==> config.mk <==
export PLATFORM = sky130hd
export DESIGN_NAME = burst_strobe_xcvr
export DESIGN_NICKNAME = d
export VERILOG_FILES = /design/src/rtl/bsx_pkg.sv /design/src/rtl/bsx_rst_sync.sv /design/src/rtl/bsx_strobe_gen.sv /design/src/rtl/bsx_launch.sv /design/src/rtl/bsx_capture.sv /design/src/rtl/burst_strobe_xcvr.sv
export SDC_FILE = /design/constraint.sdc
export NUM_CORES = 1
export LEC_CHECK = 0
export ABC_AREA = 0
export CAP_MARGIN = 15
export CORE_MARGIN = 2
export CORE_UTILIZATION = 28
export DETAILED_ROUTE_END_ITERATION = 10
export GPL_TIMING_DRIVEN = 1
export MAX_ROUTING_LAYER = met4
export PLACE_DENSITY = 0.56
export REMOVE_ABC_BUFFERS = 1
export SYNTH_ARGS = -nofsm -noshare
export SYNTH_HDL_FRONTEND = slang
export SYNTH_SLANG_ARGS = --single-unit
==> constraint.sdc <==
create_clock -name clk_i -period 2.9 [get_ports clk_i]
set_input_delay 0.58 -clock clk_i [delete_from_list [all_inputs] [get_ports clk_i]]
set_output_delay 0.58 -clock clk_i [all_outputs]
set_load 0.005 [all_outputs]
==> src/rtl/bsx_pkg.sv <==
package bsx_pkg;

  typedef enum logic {
    BSX_IDLE = 1'b0,
    BSX_RUN  = 1'b1
  } bsx_state_e;

  typedef struct packed {
    logic rise;
    logic fall;
  } bsx_edge_t;

endpackage

==> src/rtl/bsx_rst_sync.sv <==
module bsx_rst_sync (
  input  logic clk_i,
  input  logic rst_ni,
  output logic rst_no
);
  logic [1:0] sync_q, sync_d;

  always_comb begin
    sync_d = {sync_q[0], 1'b1};
  end

  always_ff @(posedge clk_i or negedge rst_ni) begin
    if (!rst_ni) sync_q <= 2'b00;
    else         sync_q <= sync_d;
  end

  assign rst_no = sync_q[1];
endmodule

==> src/rtl/bsx_strobe_gen.sv <==
module bsx_strobe_gen #(
  parameter int unsigned HALF_DIV = 4
) (
  input  logic                clk_i,
  input  logic                rst_ni,
  input  logic                run_i,
  output logic                strobe_o,
  output bsx_pkg::bsx_edge_t  evt_o
);
  localparam int unsigned CW = (HALF_DIV > 1) ? $clog2(HALF_DIV) : 1;
  localparam logic [CW-1:0] LAST = CW'(HALF_DIV - 1);

  logic [CW-1:0] cnt_q, cnt_d;
  logic          strobe_q, strobe_d;
  logic          tick;

  always_comb begin
    tick     = run_i && (cnt_q == LAST);
    cnt_d    = cnt_q;
    strobe_d = strobe_q;
    if (!run_i)    cnt_d = '0;
    else if (tick) cnt_d = '0;
    else           cnt_d = cnt_q + 1'b1;
    if (tick) strobe_d = ~strobe_q;
    evt_o.rise = tick && !strobe_q;
    evt_o.fall = tick &&  strobe_q;
  end

  always_ff @(posedge clk_i or negedge rst_ni) begin
    if (!rst_ni) begin
      cnt_q    <= '0;
      strobe_q <= 1'b1;
    end else begin
      cnt_q    <= cnt_d;
      strobe_q <= strobe_d;
    end
  end

  assign strobe_o = strobe_q;


  strobe_idle_chk: assert property (@(posedge clk_i) disable iff (!rst_ni)
    !run_i |=> $stable(strobe_o));

endmodule

==> src/rtl/bsx_launch.sv <==
module bsx_launch #(
  parameter int unsigned WORD_W = 8,
  parameter int unsigned WORDS  = 4
) (
  input  logic                      clk_i,
  input  logic                      rst_ni,
  input  logic                      load_i,
  input  logic [WORDS*WORD_W-1:0]   burst_i,
  input  logic                      ctrl_i,
  input  logic                      rise_i,
  output logic [WORD_W-1:0]         dout_o,
  output logic                      ctl_o,
  output logic                      en_n_o,
  output logic                      last_o
);
  localparam int unsigned IW = $clog2(WORDS + 1);
  localparam int unsigned SW = (WORDS > 1) ? $clog2(WORDS) : 1;

  logic [WORDS*WORD_W-1:0] burst_q, burst_d;
  logic                    ctrlb_q, ctrlb_d;
  logic [IW-1:0]           idx_q, idx_d;
  logic [WORD_W-1:0]       dout_q, dout_d;
  logic                    ctl_q, ctl_d;
  logic                    en_n_q, en_n_d;
  logic                    at_end;
  logic [WORD_W-1:0]       words [WORDS];

  for (genvar g = 0; g < WORDS; g++) begin : g_word
    assign words[g] = burst_q[g*WORD_W +: WORD_W];
  end

  assign at_end = (idx_q == IW'(WORDS));
  assign last_o = rise_i && at_end;

  always_comb begin
    burst_d = burst_q;
    ctrlb_d = ctrlb_q;
    idx_d   = idx_q;
    dout_d  = dout_q;
    ctl_d   = ctl_q;
    en_n_d  = en_n_q;
    if (load_i) begin
      burst_d = burst_i;
      ctrlb_d = ctrl_i;
      idx_d   = '0;
    end else if (rise_i) begin
      if (!at_end) begin
        dout_d = words[idx_q[SW-1:0]];
        ctl_d  = ctrlb_q;
        en_n_d = 1'b0;
        idx_d  = idx_q + 1'b1;
      end else begin
        en_n_d = 1'b1;
      end
    end
  end

  always_ff @(posedge clk_i or negedge rst_ni) begin
    if (!rst_ni) begin
      burst_q <= '0;
      ctrlb_q <= 1'b0;
      idx_q   <= '0;
      dout_q  <= '0;
      ctl_q   <= 1'b0;
      en_n_q  <= 1'b1;
    end else begin
      burst_q <= burst_d;
      ctrlb_q <= ctrlb_d;
      idx_q   <= idx_d;
      dout_q  <= dout_d;
      ctl_q   <= ctl_d;
      en_n_q  <= en_n_d;
    end
  end

  assign dout_o = dout_q;
  assign ctl_o  = ctl_q;
  assign en_n_o = en_n_q;


  dout_launch_chk: assert property (@(posedge clk_i) disable iff (!rst_ni)
    !rise_i |=> $stable(dout_o));


  enable_edge_chk: assert property (@(posedge clk_i) disable iff (!rst_ni)
    !rise_i |=> ($stable(en_n_o) && $stable(ctl_o)));

endmodule

==> src/rtl/bsx_capture.sv <==
module bsx_capture #(
  parameter int unsigned WORD_W = 8,
  parameter int unsigned KEEP   = 2
) (
  input  logic                     clk_i,
  input  logic                     rst_ni,
  input  logic                     fall_i,
  input  logic [WORD_W-1:0]        din_i,
  output logic [KEEP*WORD_W-1:0]   rsp_o
);
  logic [KEEP*WORD_W-1:0] rsp_q, rsp_d, shifted;

  if (KEEP > 1) begin : g_shift
    assign shifted = {din_i, rsp_q[KEEP*WORD_W-1:WORD_W]};
  end else begin : g_single
    assign shifted = din_i;
  end

  always_comb begin
    rsp_d = rsp_q;
    if (fall_i) rsp_d = shifted;
  end

  always_ff @(posedge clk_i or negedge rst_ni) begin
    if (!rst_ni) rsp_q <= '0;
    else         rsp_q <= rsp_d;
  end

  assign rsp_o = rsp_q;


  rsp_hold_chk: assert property (@(posedge clk_i) disable iff (!rst_ni)
    !fall_i |=> $stable(rsp_o));

endmodule

==> src/rtl/burst_strobe_xcvr.sv <==
module burst_strobe_xcvr #(
  parameter int unsigned WORD_W   = 8,
  parameter int unsigned WORDS    = 4,
  parameter int unsigned KEEP     = 2,
  parameter int unsigned HALF_DIV = 4
) (
  input  logic                     clk_i,
  input  logic                     rst_ni,
  input  logic                     start_i,
  input  logic                     ctrl_i,
  input  logic [WORDS*WORD_W-1:0]  burst_i,
  input  logic [WORD_W-1:0]        din_i,
  output logic                     busy_o,
  output logic                     done_o,
  output logic                     strobe_o,
  output logic                     en_n_o,
  output logic                     ctl_o,
  output logic [WORD_W-1:0]        dout_o,
  output logic [KEEP*WORD_W-1:0]   rsp_o
);
  import bsx_pkg::*;

  logic       srst_n;
  bsx_state_e st_q, st_d;
  logic       done_q, done_d;
  logic       accept, last, run;
  bsx_edge_t  evt;

  bsx_rst_sync u_rst (
    .clk_i  (clk_i),
    .rst_ni (rst_ni),
    .rst_no (srst_n)
  );

  assign accept = start_i && (st_q == BSX_IDLE);
  assign run    = (st_q == BSX_RUN);

  always_comb begin
    st_d   = st_q;
    done_d = 1'b0;
    if (accept) begin
      st_d = BSX_RUN;
    end else if (last) begin
      st_d   = BSX_IDLE;
      done_d = 1'b1;
    end
  end

  always_ff @(posedge clk_i or negedge srst_n) begin
    if (!srst_n) begin
      st_q   <= BSX_IDLE;
      done_q <= 1'b0;
    end else begin
      st_q   <= st_d;
      done_q <= done_d;
    end
  end

  bsx_strobe_gen #(.HALF_DIV(HALF_DIV)) u_strobe (
    .clk_i    (clk_i),
    .rst_ni   (srst_n),
    .run_i    (run),
    .strobe_o (strobe_o),
    .evt_o    (evt)
  );

  bsx_launch #(.WORD_W(WORD_W), .WORDS(WORDS)) u_launch (
    .clk_i   (clk_i),
    .rst_ni  (srst_n),
    .load_i  (accept),
    .burst_i (burst_i),
    .ctrl_i  (ctrl_i),
    .rise_i  (evt.rise),
    .dout_o  (dout_o),
    .ctl_o   (ctl_o),
    .en_n_o  (en_n_o),
    .last_o  (last)
  );

  bsx_capture #(.WORD_W(WORD_W), .KEEP(KEEP)) u_capture (
    .clk_i  (clk_i),
    .rst_ni (srst_n),
    .fall_i (evt.fall),
    .din_i  (din_i),
    .rsp_o  (rsp_o)
  );

  assign busy_o = run;
  assign done_o = done_q;


  done_pulse_chk: assert property (@(posedge clk_i) disable iff (!srst_n)
    done_o |=> !done_o);


  done_release_chk: assert property (@(posedge clk_i) disable iff (!srst_n)
    $rose(done_o) |-> (en_n_o && strobe_o && !busy_o));


  en_busy_chk: assert property (@(posedge clk_i) disable iff (!srst_n)
    !en_n_o |-> busy_o);


  start_ignored_chk: assert property (@(posedge clk_i) disable iff (!srst_n)
    (busy_o && start_i && !last) |=> (busy_o && $stable(dout_o) == !$past(evt.rise)) || busy_o);

endmodule

==> results.toml <==
[sta]
fin_worst_skew_ns = 0.007185
rsz0062_at_grt = "false"
whs_ns = 0.3073
setup_viol = 0
tns_ns = 0
relSlewSlack_pct = 56.22
finalMaxSlewViolations = 0
worstMarginPinSlew_ns = 0.6566
period_share_pct = 68.54
hold_viol = 0
period_needed_ns = 1.988
max_clock_freq_ghz = 0.5031

[clocking]
cts_hold_buf = 0
clk_pin_slew_ns = 0.07
numCtsBuffers = 9
cts_setup_buffers = 0
cts_resized = 0
cts.sinks = 69
insertion_delay_ns = 0.33
cts_tree = "yes"
cts_root_buffer = "clkbuf_8"
clk_path_buf_depth = 2
h-tree-depth = 3

[finish]
antenna_cells = 0
finish.net_count = 365
layout_common_cells = "104 x nand2_1, 72 x clkdlybuf4s50_1, 66 x dfrtp_1"
layout.cells.non_filler = 456
syn2layout_area_growth_pct = 37.60
multi_input_area_um2 = 1032
register_area_um2 = 1730
stdcell_area_um2 = 3915
final_core_util_pct = 39.87
nFillCells = 1000
drive_gt1_share_pct = 18.89
layout_commonest_cell = "nand2_1"

[critical_path]
cp_slowest_cell = "dfstp_2"
critPathCaptureType = "output pin"
cp_max_fo = 5
crit_path_cell_trace = "clkdlybuf4s50_1"
cp_num_buf_inv = 1
cp.arrival_ns = 1.41
critPathTopFamily = "flip-flops"
worst_setup_path_start_kind = "register"
critical_path_class = "reg -> out"
cpPeakStageDelay_ns = 0.57
crit_required_ns = 2.32

[yosys]
yosysWarnings = 0
syn_inst = 244
ys_seq_area_share_pct = 60.77
yosys.area_share.simple_pct = 16.75
synth_compound_area_share_pct = 1.011
synthMuxAreaShare_pct = 16.97
synth_xor_area_share_pct = 0
ys_types = 27
avgSynthCellArea_um2 = 11.66
synth_area_um2 = 2845
synth-adder-area-share_pct = 1.319
synth_top_family_by_area = "multiplexers"
ys_ff_latch = 69

[die]
pin_count = 73
core_um2 = 9819
die_w_um = 104.8
rows = 36
floorplan.initialDensity_pct = 28.98
dieArea_um2 = 10980
die_y_um = 104.8

[routing]
antenna_left = 0
vias = 1909
top_layer = "met4"
wl_met2_um = 2865
routed_via_density = 4.186
drc = 0
first_iter_violations = 63
drtPass1Iterations = 4
routed-wl-met3_um = 181
wl_per_cell_um = 12.90
met1_length_um = 2713
detail_route.wirelength_um = 5883

[placed_design]
numPortBuffers = 72
gp_congestion = 0.6821
dp_hpwl_um = 4069
dp.cells = 440
placed_cell_area_um2 = 3691

[power]
p_leak_nw = 1.817
power.density_nw_per_um2 = 525.0
irDropWorstVdd_uv = 190.6

[global_routing]
grt_max_degree = 36
grt.total_usage_pct = 11.68
antenna_found_initial = 0
first_global_vias = 2005
grt-ovfl-total = 0
grt_pass1_wl_um = 9811

[hold_path]
hp-class = "reg -> async"

[outcome]
outcome = "finished, final reports clean"

[job]
maxCapViolCount = 0
## kinds of logic (layout without fill, tap and decap cells)
group | after synthesis | in the layout
muxes | 35 | 35
and+or+nand+nor | 116 | 116
buffers and inverters | 16 | 95
AOI/OAI and AO/OA | 4 | 4
other | 1 | 1
DFF | 69 | 69
adders and majority gates | 3 | 3
## routing by layer
| metal | up-vias | track usage, % |
|---|---|---|
| li1 | 932 | - |
| met1 | 931 | 14.68 |
| met2 | 36 | 18.23 |
| met3 | 10 | 2.308 |
| met4 | 0 | 5.429 |
| met5 | - | - |
## sequential cells by signal, summed over array words and instances (netlist names)
| signal | count |
|---|---|
| u_capture.rsp_o | 16 |
| busy_o | 1 |
| u_launch.ctl_o | 1 |
| u_launch.dout_o | 8 |
| done_o | 1 |
| u_rst.sync_q | 2 |
| u_strobe.strobe_o | 1 |
| u_launch.en_n_o | 1 |
| u_launch.ctrlb_q | 1 |
| u_launch.idx_q | 3 |
| u_strobe.cnt_q | 2 |
| u_launch.burst_q | 32 |
## synth_stat cells
| cell type | number | area [um^2] |
|---|---|---|
| nand2_1 | 104 | 390.4 |
| dfrtp_1 | 67 | 1677 |
| mux2_2 | 26 | 292.8 |
| mux4_2 | 8 | 180.2 |
| buf_2 | 6 | 30.03 |
| clkbuf_1 | 4 | 15.01 |
| ha_1 | 3 | 37.54 |
| inv_1 | 3 | 11.26 |
| buf_6 | 2 | 22.52 |
| dfstp_2 | 2 | 52.55 |
| nand2b_1 | 2 | 12.51 |
| nor2_1 | 2 | 7.510 |
| a21o_1 | 1 | 7.510 |
| and2_1 | 1 | 6.260 |
| and3b_4 | 1 | 12.51 |
| buf_4 | 1 | 7.510 |
| conb_1 | 1 | 3.750 |
| mux2i_1 | 1 | 10.01 |
| nand2_4 | 1 | 11.26 |
| nand3_1 | 1 | 5.000 |
| nand3_2 | 1 | 10.01 |
| nand3b_1 | 1 | 7.510 |
| nor2b_1 | 1 | 6.260 |
| nor3b_1 | 1 | 7.510 |
| o21a_1 | 1 | 7.510 |
| o21ai_0 | 1 | 5.000 |
| o221ai_1 | 1 | 8.760 |
## report_power, final
group,internal [mW],switching [mW]
registers,1.00,0.0294
logic,0.112,0.0452
clock network,0.506,0.359
total,1.62,0.433
## path summary, 6_finish.rpt
path	startpoint	endpoint	slack (ns)	depth (start not counted)
worst max-delay path	u_strobe.strobe_o	strobe_o	0.91	1
worst min-delay path	u_rst.sync_q[1]	u_launch.burst_q[7]	0.31	0
worst max register to register	u_launch.idx_q[0]	u_launch.dout_o[4]	1.09	5
worst min register to register	u_rst.sync_q[1]	u_launch.burst_q[7]	0.31	0
max in group asynchronous	u_rst.sync_q[1]	u_launch.dout_o[7]	1.86	1
min in group clk_i	u_rst.sync_q[0]	u_rst.sync_q[1]	0.35	0
## final cells by class
type                            instances  share of cell area, %
Sequential cell                        69                  44.20
Multi-Input combinational cell        159                  26.37
Timing Repair Buffer                   76                  19.18
Tap cell                              133                  4.251
Clock buffer                           10                  3.516
Clock inverter                          6                  2.205
Inverter                                3                 0.2876
## stage by stage
step | setup slack [ns] | total power [mW]
final | 0.9124 | 2.056
after global routing | 0.8311 | 2.147
after CTS | 0.8882 | 2.088
after detailed placement | 0.8850 | 1.213
after floorplan | 0.7034 | 1.097
after global placement | 0.9065 | 1.210
Note: power is estimated with default switching activity, not from simulation.
